### config.mk
export PLATFORM = sky130hd
export DESIGN_NAME = irq_collector
export DESIGN_NICKNAME = d
export VERILOG_FILES = /design/src/rtl/icoll_pkg.sv /design/src/rtl/icoll_regs.sv /design/src/rtl/icoll_arbiter.sv /design/src/rtl/icoll_service.sv /design/src/rtl/irq_collector.sv
export SDC_FILE = /design/constraint.sdc
export NUM_CORES = 2
export LEC_CHECK = 0
export BUFFER_PORTS_ARGS = -buffer_cell sky130_fd_sc_hd__clkbuf_2
export CAP_MARGIN = 25
export CORE_ASPECT_RATIO = 1.2
export CORE_MARGIN = 1.5
export CORE_UTILIZATION = 59
export DETAILED_ROUTE_END_ITERATION = 10
export PLACE_DENSITY = 0.79
export SLEW_MARGIN = 10
export SYNTH_ARGS = -nofsm -noshare
export SYNTH_HDL_FRONTEND = slang
export SYNTH_SLANG_ARGS = --single-unit
### constraint.sdc
create_clock -name clk -period 77.4 [get_ports clk]
set_clock_uncertainty 0.05 [all_clocks]
set_input_delay 7.74 -clock clk [delete_from_list [all_inputs] [get_ports clk]]
set_output_delay 7.74 -clock clk [all_outputs]
set_load 0.01 [all_outputs]
### src/rtl/icoll_pkg.sv
package icoll_pkg;
    parameter int NUM_SRC      = 64;
    parameter int LVL_W        = 2;
    parameter int LANE_W       = 8;
    parameter int SRC_PER_WORD = 4;
    localparam int NUM_LVL     = 1 << LVL_W;
    localparam int IDX_W       = $clog2(NUM_SRC);
    localparam int NUM_WORDS   = NUM_SRC / SRC_PER_WORD;
    localparam int WORD_IDX_W  = $clog2(NUM_WORDS);

    // register word index = byte address bits 11:4
    localparam logic [7:0] IDX_VEC   = 8'h00;
    localparam logic [7:0] IDX_ACK   = 8'h01;
    localparam logic [7:0] IDX_CTRL  = 8'h02;
    localparam logic [7:0] IDX_STAT  = 8'h03;
    localparam logic [7:0] IDX_RAW0  = 8'h04;
    localparam logic [7:0] IDX_RAW1  = 8'h05;
    localparam logic [7:0] IDX_INTR0 = 8'h06;
    localparam logic [7:0] IDX_VBASE = 8'h16;
    localparam logic [7:0] IDX_CLR0  = 8'h1D;
    localparam logic [7:0] IDX_CLR1  = 8'h1E;
    localparam logic [7:0] IDX_SCR   = 8'h1F;

    localparam int CTRL_GEN_BIT  = 16;
    localparam int CTRL_RSE_BIT  = 18;
    localparam int CTRL_NEST_BIT = 19;

    typedef enum logic [1:0] {
        OP_WRITE = 2'd0,
        OP_SET   = 2'd1,
        OP_CLR   = 2'd2,
        OP_TOG   = 2'd3
    } alias_e;

    typedef struct packed {
        logic             force_req;
        logic             en;
        logic [LVL_W-1:0] prio;
    } src_cfg_t;

    typedef struct packed {
        logic nest_dis;
        logic rse;
        logic gen;
    } ctrl_t;

    function automatic logic [31:0] alias_apply(input logic [31:0] cur,
                                                input logic [31:0] d,
                                                input alias_e op);
        case (op)
            OP_WRITE: return d;
            OP_SET:   return cur | d;
            OP_CLR:   return cur & ~d;
            default:  return cur ^ d;
        endcase
    endfunction

    function automatic logic [31:0] cfg_lane(input src_cfg_t c);
        return {{(32-LVL_W-2){1'b0}}, c};
    endfunction
endpackage

### src/rtl/icoll_regs.sv
module icoll_regs
    import icoll_pkg::*;
(
    input  logic                         clk,
    input  logic                         rst,
    input  logic                         bus_wr,
    input  logic                         bus_rd,
    input  logic [11:0]                  bus_addr,
    input  logic [31:0]                  bus_wdata,
    output logic [31:0]                  bus_rdata,
    input  logic [NUM_SRC-1:0]           irq_req,
    input  logic [IDX_W-1:0]             vec_num,
    input  logic [NUM_LVL-1:0]           inserv,
    output src_cfg_t [NUM_SRC-1:0]       cfg,
    output ctrl_t                        ctrl,
    output logic [NUM_SRC-1:0]           pend,
    output logic [NUM_LVL-1:0]           ack_bits,
    output logic                         take
);
    logic [7:0]  idx;
    alias_e      op;
    logic        pulse_op;
    logic [29:0] vbase;
    logic [31:0] scratch;
    logic [31:0] ctrl_word;
    logic [31:0] vec_word;
    logic [NUM_SRC-1:0] clr_vec;
    logic [31:0] intr_word [NUM_WORDS];
    logic [31:0] intr_next [NUM_WORDS];
    logic [NUM_WORDS-1:0] intr_hit;
    logic [7:0]  widx;

    assign idx      = bus_addr[11:4];
    assign op       = alias_e'(bus_addr[3:2]);
    assign pulse_op = (op == OP_WRITE) || (op == OP_SET);
    assign widx     = idx - IDX_INTR0;

    always_comb begin
        ctrl_word = '0;
        ctrl_word[CTRL_GEN_BIT]  = ctrl.gen;
        ctrl_word[CTRL_RSE_BIT]  = ctrl.rse;
        ctrl_word[CTRL_NEST_BIT] = ctrl.nest_dis;
    end

    assign vec_word = {vbase, 2'b00} + {{(30-IDX_W){1'b0}}, vec_num, 2'b00};

    genvar gw, gl;
    generate
        for (gw = 0; gw < NUM_WORDS; gw++) begin : g_word
            logic [31:0] packed_word;
            for (gl = 0; gl < SRC_PER_WORD; gl++) begin : g_lane
                assign packed_word[gl*LANE_W +: LANE_W] =
                    cfg_lane(cfg[gw*SRC_PER_WORD + gl])[LANE_W-1:0];
            end
            assign intr_word[gw] = packed_word;
            assign intr_next[gw] = alias_apply(packed_word, bus_wdata, op);
            assign intr_hit[gw]  = bus_wr && (idx == IDX_INTR0 + 8'(gw));
        end
    endgenerate

    // one-shot effects: level acknowledge, request discard, service entry
    always_comb begin
        ack_bits = '0;
        clr_vec  = '0;
        if (bus_wr && pulse_op && idx == IDX_ACK)
            ack_bits = bus_wdata[NUM_LVL-1:0];
        if (bus_wr && pulse_op && idx == IDX_CLR0)
            clr_vec[31:0] = bus_wdata;
        if (bus_wr && pulse_op && idx == IDX_CLR1)
            clr_vec[NUM_SRC-1:32] = bus_wdata[NUM_SRC-33:0];
    end

    assign take = (idx == IDX_VEC) && (ctrl.rse ? bus_rd : bus_wr);

    always_ff @(posedge clk) begin
        if (rst) begin
            cfg     <= '0;
            ctrl    <= '0;
            vbase   <= '0;
            scratch <= '0;
            pend    <= '0;
        end else begin
            pend <= (pend & ~clr_vec) | irq_req;
            for (int w = 0; w < NUM_WORDS; w++) begin
                if (intr_hit[w]) begin
                    for (int l = 0; l < SRC_PER_WORD; l++)
                        cfg[w*SRC_PER_WORD + l] <=
                            src_cfg_t'(intr_next[w][l*LANE_W +: (LVL_W+2)]);
                end
            end
            if (bus_wr && idx == IDX_CTRL) begin
                ctrl.gen      <= alias_apply(ctrl_word, bus_wdata, op)[CTRL_GEN_BIT];
                ctrl.rse      <= alias_apply(ctrl_word, bus_wdata, op)[CTRL_RSE_BIT];
                ctrl.nest_dis <= alias_apply(ctrl_word, bus_wdata, op)[CTRL_NEST_BIT];
            end
            if (bus_wr && idx == IDX_VBASE)
                vbase <= alias_apply({vbase, 2'b00}, bus_wdata, op)[31:2];
            if (bus_wr && idx == IDX_SCR)
                scratch <= alias_apply(scratch, bus_wdata, op);
        end
    end

    always_comb begin
        bus_rdata = '0;
        if (idx >= IDX_INTR0 && idx < IDX_VBASE) begin
            bus_rdata = intr_word[widx[WORD_IDX_W-1:0]];
        end else begin
            case (idx)
                IDX_VEC:   bus_rdata = vec_word;
                IDX_ACK:   bus_rdata = {{(32-NUM_LVL){1'b0}}, inserv};
                IDX_CTRL:  bus_rdata = ctrl_word;
                IDX_STAT:  bus_rdata = {{(32-IDX_W){1'b0}}, vec_num};
                IDX_RAW0:  bus_rdata = irq_req[31:0];
                IDX_RAW1:  bus_rdata = irq_req[NUM_SRC-1:32];
                IDX_VBASE: bus_rdata = {vbase, 2'b00};
                IDX_SCR:   bus_rdata = scratch;
                default:   bus_rdata = '0;
            endcase
        end
    end
endmodule

### src/rtl/icoll_arbiter.sv
module icoll_arbiter
    import icoll_pkg::*;
(
    input  src_cfg_t [NUM_SRC-1:0] cfg,
    input  logic [NUM_SRC-1:0]     pend,
    input  logic [NUM_LVL-1:0]     inserv,
    input  logic                   nest_dis,
    output logic                   found,
    output logic [IDX_W-1:0]       win_idx,
    output logic [LVL_W-1:0]       win_lvl
);
    logic [NUM_LVL-1:0] lvl_ok;
    logic [NUM_SRC-1:0] cand;

    // a level may preempt only if no equal or higher level is in service
    always_comb begin
        for (int l = 0; l < NUM_LVL; l++)
            lvl_ok[l] = nest_dis ? (inserv == '0) : ((inserv >> l) == '0);
    end

    always_comb begin
        for (int n = 0; n < NUM_SRC; n++)
            cand[n] = (pend[n] | cfg[n].force_req) & cfg[n].en & lvl_ok[cfg[n].prio];
    end

    // strict compare keeps the lowest index among equal levels
    always_comb begin
        found   = 1'b0;
        win_idx = '0;
        win_lvl = '0;
        for (int n = 0; n < NUM_SRC; n++) begin
            if (cand[n] && (!found || cfg[n].prio > win_lvl)) begin
                found   = 1'b1;
                win_idx = IDX_W'(n);
                win_lvl = cfg[n].prio;
            end
        end
    end
endmodule

### src/rtl/icoll_service.sv
module icoll_service
    import icoll_pkg::*;
(
    input  logic               clk,
    input  logic               rst,
    input  logic               gen,
    input  logic               found,
    input  logic [IDX_W-1:0]   win_idx,
    input  logic [LVL_W-1:0]   win_lvl,
    input  logic               take,
    input  logic [NUM_LVL-1:0] ack_bits,
    output logic               cpu_irq,
    output logic [IDX_W-1:0]   vec_num,
    output logic [LVL_W-1:0]   vec_lvl,
    output logic [NUM_LVL-1:0] inserv
);
    logic [NUM_LVL-1:0] enter;

    assign enter = (take && cpu_irq) ? (NUM_LVL'(1) << vec_lvl) : '0;

    always_ff @(posedge clk) begin
        if (rst) begin
            cpu_irq <= 1'b0;
            vec_num <= '0;
            vec_lvl <= '0;
            inserv  <= '0;
        end else begin
            cpu_irq <= gen && found;
            if (found) begin
                vec_num <= win_idx;
                vec_lvl <= win_lvl;
            end
            inserv <= (inserv & ~ack_bits) | enter;
        end
    end
endmodule

### src/rtl/irq_collector.sv
module irq_collector
    import icoll_pkg::*;
(
    input  logic               clk,
    input  logic               rst,
    input  logic               bus_wr,
    input  logic               bus_rd,
    input  logic [11:0]        bus_addr,
    input  logic [31:0]        bus_wdata,
    output logic [31:0]        bus_rdata,
    input  logic [NUM_SRC-1:0] irq_req,
    output logic               cpu_irq
);
    src_cfg_t [NUM_SRC-1:0] cfg;
    ctrl_t                  ctrl;
    logic [NUM_SRC-1:0]     pend;
    logic [NUM_LVL-1:0]     ack_bits;
    logic [NUM_LVL-1:0]     inserv;
    logic                   take;
    logic                   found;
    logic [IDX_W-1:0]       win_idx;
    logic [LVL_W-1:0]       win_lvl;
    logic [IDX_W-1:0]       vec_num;
    logic [LVL_W-1:0]       vec_lvl;

    icoll_regs u_regs (
        .clk      (clk),
        .rst      (rst),
        .bus_wr   (bus_wr),
        .bus_rd   (bus_rd),
        .bus_addr (bus_addr),
        .bus_wdata(bus_wdata),
        .bus_rdata(bus_rdata),
        .irq_req  (irq_req),
        .vec_num  (vec_num),
        .inserv   (inserv),
        .cfg      (cfg),
        .ctrl     (ctrl),
        .pend     (pend),
        .ack_bits (ack_bits),
        .take     (take)
    );

    icoll_arbiter u_arb (
        .cfg     (cfg),
        .pend    (pend),
        .inserv  (inserv),
        .nest_dis(ctrl.nest_dis),
        .found   (found),
        .win_idx (win_idx),
        .win_lvl (win_lvl)
    );

    icoll_service u_svc (
        .clk     (clk),
        .rst     (rst),
        .gen     (ctrl.gen),
        .found   (found),
        .win_idx (win_idx),
        .win_lvl (win_lvl),
        .take    (take),
        .ack_bits(ack_bits),
        .cpu_irq (cpu_irq),
        .vec_num (vec_num),
        .vec_lvl (vec_lvl),
        .inserv  (inserv)
    );
endmodule

---- Word level (Yosys, flattened, before mapping) ----
Index checks and enable logic that the tools add are counted.
W data, S select, Z words.
cells by class
  bitwise gates (word level) .............. 257
  add/subtract/negate cells ............... 2
  div/mod/pow operators ................... 0
  $lt $le $gt $ge ......................... 130
  shifts and indexed selects .............. 1
  reduce and logical (&&, ||, !) cells .... 223
  mux-type cells .......................... 351
  equality and inequality tests ........... 27
  multiply operators ...................... 0
operators by type and width
  kind                  number
  $pmux W28 S3          16
  $and A28 B28 Y28      16
  $or A28 B28 Y28       16
  $xor A28 B28 Y28      16
  $mux W6               62
  $pmux W32 S8          1
  $lt A2 B3 Y1 const B  64
  $pmux W32 S3          2
  $mux W32              5
  $mux W1               133
  $and A1 B1 Y1         128
  $bmux W1 S2           64
  $bmux W32 S4          1
  $mux W2               64
  $gt A2 B2 Y1          63
  $logic_and A1 B1 Y1   90
  $eq A8 B5 Y1 const B  10
  $and A32 B32 Y32      2
  $and A64 B64 Y64      1
  $eq A8 B4 Y1 const B  8
  $logic_or A1 B1 Y1    64
  $not A64 Y64          1
  $or A1 B1 Y1          64
  $or A32 B32 Y32       2
  27 further kinds      98
storage, ports and cells
  bits in registers ....................... 398
  input port bits ......................... 112
  memory bits (read-only) ................. 0
  bits in latches ......................... 0
  output and inout port bits .............. 33
  bits in writable memories ............... 0
  memories ................................ 0

---- Logic depth before layout (Yosys ltp) ----
  depth in word-level cells ............... 259
  gate-level depth with buffers ........... 438
  gate-level depth less buffers ........... 436

---- Cells and area by module ----
From an unflattened synthesis, not the netlist that was laid out.
unflattened totals
  cells, all modules ...................... 5461
  area, all modules ....................... 44466.4 um^2
by module, submodules not included
  module         times used  sequential area each (um^2)  cells an instance  area each (um^2)
  icoll_regs     1           7707.4                       3955               34571.9
  icoll_arbiter  1           0.0                          1461               9420.3
  icoll_service  1           260.2                        45                 474.2

---- Worst setup path after synthesis ----
No wires, ideal clock.
  path kind ............................... register -> register
  from .................................... register u_svc.inserv[2]
  to ...................................... register u_svc.vec_num[4]
  period minus slack after synthesis ...... 74.705 ns
  cell stages (with the launch flop) ...... 418
  slack ................................... 2.695 ns
  arrival time ............................ 74.517 ns
  path buffers ............................ 2
  cells stage by stage .................... dfxtp_1 > buf_4 > nor4_2 > o211ai_1 > ha_1 > nor2b_1 > o21ai_0 > a21oi_1 > a21o_1 > inv_1 > ha_1 > a21oi_1 > a21oi_1 > a21o_1 > a221oi_2 > o21bai_1 > ha_1 > nor2b_1 > [... 382 more ...] > nand2_1 > nor2_1 > a21oi_1 > inv_1 > ha_1 > a21oi_1 > a21oi_1 > o21ai_1 > nand3_1 > o31ai_1 > nor2_1 > ha_1 > a21oi_1 > nor2_1 > nor4_2 > or4_1 > nor2_1 > a221oi_1
on the way
  longest elaborated chain between the ends .. 258
ends and longest elaborated chain
  element                                                  RTL line             text
  from (decl)                                              icoll_service.sv:15  output logic [NUM_LVL-1:0] inserv
  from (signal assigned)                                   icoll_service.sv:33  inserv <= (inserv & ~ack_bits) | enter;
  $logic_not A4 Y1                                         icoll_arbiter.sv:18  lvl_ok[l] = nest_dis ? (inserv == '0) : ((inserv >> l) == '0);
  $mux W1                                                  icoll_arbiter.sv:18
  $bmux W1 S2                                              icoll_arbiter.sv:23  cand[n] = (pend[n] | cfg[n].force_req) & cfg[n].en & lvl_ok[cfg[n].prio];
  $mux W1 (implied by the code)                            icoll_arbiter.sv:23
  $and A1 B1 Y1                                            icoll_arbiter.sv:23
  $mux W2 / $mux W1 (equally long branches)                icoll_arbiter.sv:32  if (cand[n] && (!found || cfg[n].prio > win_lvl)) begin
  $gt A2 B2 Y1 / $logic_not A1 Y1 (equally long branches)  icoll_arbiter.sv:32
  $logic_or A1 B1 Y1                                       icoll_arbiter.sv:32
  [... 242 more ...]                                       -
  $gt A2 B2 Y1 / $logic_not A1 Y1 (equally long branches)  icoll_arbiter.sv:32
  $logic_or A1 B1 Y1                                       icoll_arbiter.sv:32
  $logic_and A1 B1 Y1                                      icoll_arbiter.sv:32
  $mux W2 / $mux W1 (equally long branches)                icoll_arbiter.sv:32
  $gt A2 B2 Y1 / $logic_not A1 Y1 (equally long branches)  icoll_arbiter.sv:32
  $logic_or A1 B1 Y1                                       icoll_arbiter.sv:32
  $logic_and A1 B1 Y1                                      icoll_arbiter.sv:32
  $mux W6 / $mux W1 (equally long branches)                icoll_arbiter.sv:32
  to (signal assigned)                                     icoll_service.sv:30  vec_num <= win_idx;
  to (decl)                                                icoll_service.sv:13  output logic [IDX_W-1:0] vec_num,
Parallel ways exist; a longest one is shown, timed or not. The select of a mux whose other input is x is not followed.
A chain may end at the register's enable or synchronous reset.

---- Worst setup path in the final report ----
  from .................................... register u_svc.inserv[3]
  to ...................................... register u_svc.vec_num[5]
Same word-level chain as after synthesis.

==> metrics.csv <==
metric,value,unit
run_status,finished clean,
floorplan_die_area,75700,sq um
critical-path-max-stage-delay,610,ps
p_seq_share,38.5,%
viasPerCell,6.67,
fillerInstances,6194,
syn_nets,6830,
num-nets-final,6871,
worst_hold_path_type,register to register,
timing.critical_path.required,77850,ps
detail_route.drc_violations,0,
report.power.total,553,uW
critPathMostFrequentCell,sky130_fd_sc_hd__ha_1,
path_max_fanout,7,
crit_type,register to register,
mostFrequentLayoutCell,sky130_fd_sc_hd__ha_1,
syn-cell-area,43700,sq um
initial_utilization,59.4,%
grt_remaining_overflow,0,
clock_power_share,44.7,%
numClockSinks,398,
antenna_violations_before_repair,15,
cts.htree.levels,2,
final_cell_area,49100,sq um
layout-drive-gt1-share,14.5,%
final.hold.worst_slack,445,ps
insertion_delay,660,ps
crit_arrival,75650,ps
setup-violations-final,0,
synth_flop_cell,sky130_fd_sc_hd__dfxtp_1,
grt_first_pass_wirelength,245,mm
final_cell_mix,"705 x sky130_fd_sc_hd__ha_1, 609 x sky130_fd_sc_hd__nor2_1, 562 x sky130_fd_sc_hd__nand2_1",
die-height,301,um
worst_slew_margin_rel,14.1,%
final.setup.tns,0,ps
fmax,13.3,MHz
grt_pass1_vias,41500,
min_period,75200,ps
synth_enable_flop_cells,0,
cts-root-buf,sky130_fd_sc_hd__clkbuf_16,
drt_wirelength,167,mm
end_kind,register,
placement.io_buffers,142,
fp.dieW,251,um
ys_async_sr_fraction,0,%
netlist_instances,5997,
post_synth.cell_area_avg,7.28,sq um
synth_to_final_area_change,12.5,%
power.net_switching,173,uW
p_sw_share,31.2,%
placedInstanceArea,45500,sq um
vdd.ir_drop.worst,0.0162,mV
power_leakage,19.6,nW
critical_path.slowest_cell,sky130_fd_sc_hd__or4_4,
synth_sequential_area_ratio,18.2,%
grt_start_max_net_pins,243,
placer_congestion,1.02,
final_hold_viol_count,0,
clock_tree.buffer_depth,3,
pwr_density_cell,11.2,nW/um^2
post-route-period-util,97.2,%
post-dp-hpwl,113,mm
yosys_register_bits,398,
core_area,73500,sq um
ys_warn_count,0,
tightest_slew,1270,ps
pin_count,145,
tritoncts,yes,
firstDrtPassIters,7,
drt_first_iter_violations,5658,
cts_buffers,48,
path_clk_slew,60,ps
power_frac_comb,16.9,%
maxCapViolCount,0,
final_count_of_pins_violating_max_slew,0,
global_route.usage.total,41.9,%
detail-route-antenna-nets,0,
route.vias.total,46800,
placementRows,109,
synth.lib_cells_used.distinct,114,
setup.worst_path.start_class,register,
wire_per_inst,23.7,um
internal_power,380,uW
[logic make-up after synthesis]
family | count (synthesis) | share of synthesized area [%]
xor+xnor | 29 | 0.582
mux | 139 | 5.52
compound gates | 1744 | 25.0
fa+ha+maj | 737 | 21.0
flops | 398 | 18.2
simple gates | 2127 | 22.5
buf+inv | 823 | 7.18
[per-stage QoR]
stage / instances / util (%) / setup slack (ps)
floorplan: 5997 / - / 2690
global placement: 6841 / 61.9 / -14.9
detailed placement: 6843 / 61.9 / -842
CTS: 6929 / 64.2 / 8.43
global route: 7020 / 66.8 / -1400
finish: 7025 / 66.8 / 2200
[power groups by stage]
stage / clock network (mW) / registers, mW / logic, mW
floorplan: 0 / 0.213 / 0.0623
global placement: 0 / 0.217 / 0.0842
detailed placement: 0 / 0.217 / 0.0876
CTS: 0.246 / 0.212 / 0.0883
global route: 0.254 / 0.212 / 0.102
finish: 0.247 / 0.213 / 0.0932
[state kept, by name, indices dropped and copies added (netlist names)]
register,count
u_svc.cpu_irq,1
u_regs.ctrl,3
u_regs.cfg,256
u_svc.vec_lvl,2
u_regs.vbase,30
u_svc.inserv,4
u_svc.vec_num,6
u_regs.pend,64
u_regs.scratch,32
[path summary, 6_finish.rpt]
kind | start | endpoint | slack [ps] | depth (start not counted)
hold / removal | u_regs.pend[48] | u_regs.pend[48] | 450 | 2
setup / recovery | u_svc.inserv[3] | u_svc.vec_num[5] | 2200 | 437
setup reg to reg | u_svc.inserv[3] | u_svc.vec_num[5] | 2200 | 437
hold reg to reg | u_regs.pend[48] | u_regs.pend[48] | 450 | 2
[routing by layer]
metal / vias up / wire length (um) / track usage [%] / share of wire [%]
li1: 21300 / - / - / -
met1: 21900 / 60100 / 50.4 / 36
met2: 2788 / 70300 / 63.2 / 42
met3: 801 / 20800 / 11.2 / 12
met4: 10 / 15400 / 33.3 / 9.2
met5: - / 65 / 0 / 0.039
[layout make-up]
type / instances / area (sq um) / share of cell area [%]
multi-input combinational: 4776 / 33900 / 69.0
sequential: 398 / 7980 / 16.2
timing repair buffer: 404 / 2850 / 5.81
inverter: 410 / 1540 / 3.13
clock buffer: 73 / 1420 / 2.88
tap: 943 / 1180 / 2.40
clock inverter: 13 / 230 / 0.468
antenna: 8 / 20.0 / 0.0407
[cells in the mapped netlist, drive strengths merged, types with 6 or more instances]
cell     count  area [sq um]
a2111oi     22           270
a211oi     315          2390
a21boi      12          93.8
a21o        21           158
a21oi      536          2700
a221oi      13           126
a222oi      32           320
a22oi       48           360
a31o         9          78.8
a31oi       37           231
and2        18           113
and3        11          68.8
buf         38           188
clkbuf     375          1410
dfxtp      398          7970
ha         720          9010
inv        410          1540
maj3        16           161
mux2        14           158
mux2i       45           450
mux4        80          1800
nand2      577          2170
nand2b      23           144
nand3       42           215
nand4       12          75.1
nor2       675          2540
nor2b      320          2000
nor3       368          1850
nor4        22           171
nor4b        7          88.8
o211ai      14           105
o21a        28           213
o21ai      496          2490
o21bai       7          52.6
o221ai       9          78.8
o22ai       22           138
o311ai       6          60.1
o31ai       45           343
or2         17           106
or3         12          80.1
xnor2       26           228
[critical path: cells and delay by family, from the launching register on]
family                   cells  cell delay [ps]
AND/OR/NAND/NOR            143            16080
adder cells (fa/ha/maj)     78            22320
AO/OA/AOI/OAI              181            29950
flip-flops                   1              370
buffers and inverters       22             2400
multiplexers                13             3820
[repair_timing]
action / CTS / global route
buffers inserted: 0 / 73
setup endpoints to repair: 8 / 8
gates resized for setup: 18 / 281
pin swaps: 0 / 175
hold buffers: 0 / 0
(Power assumes the default switching activity.)
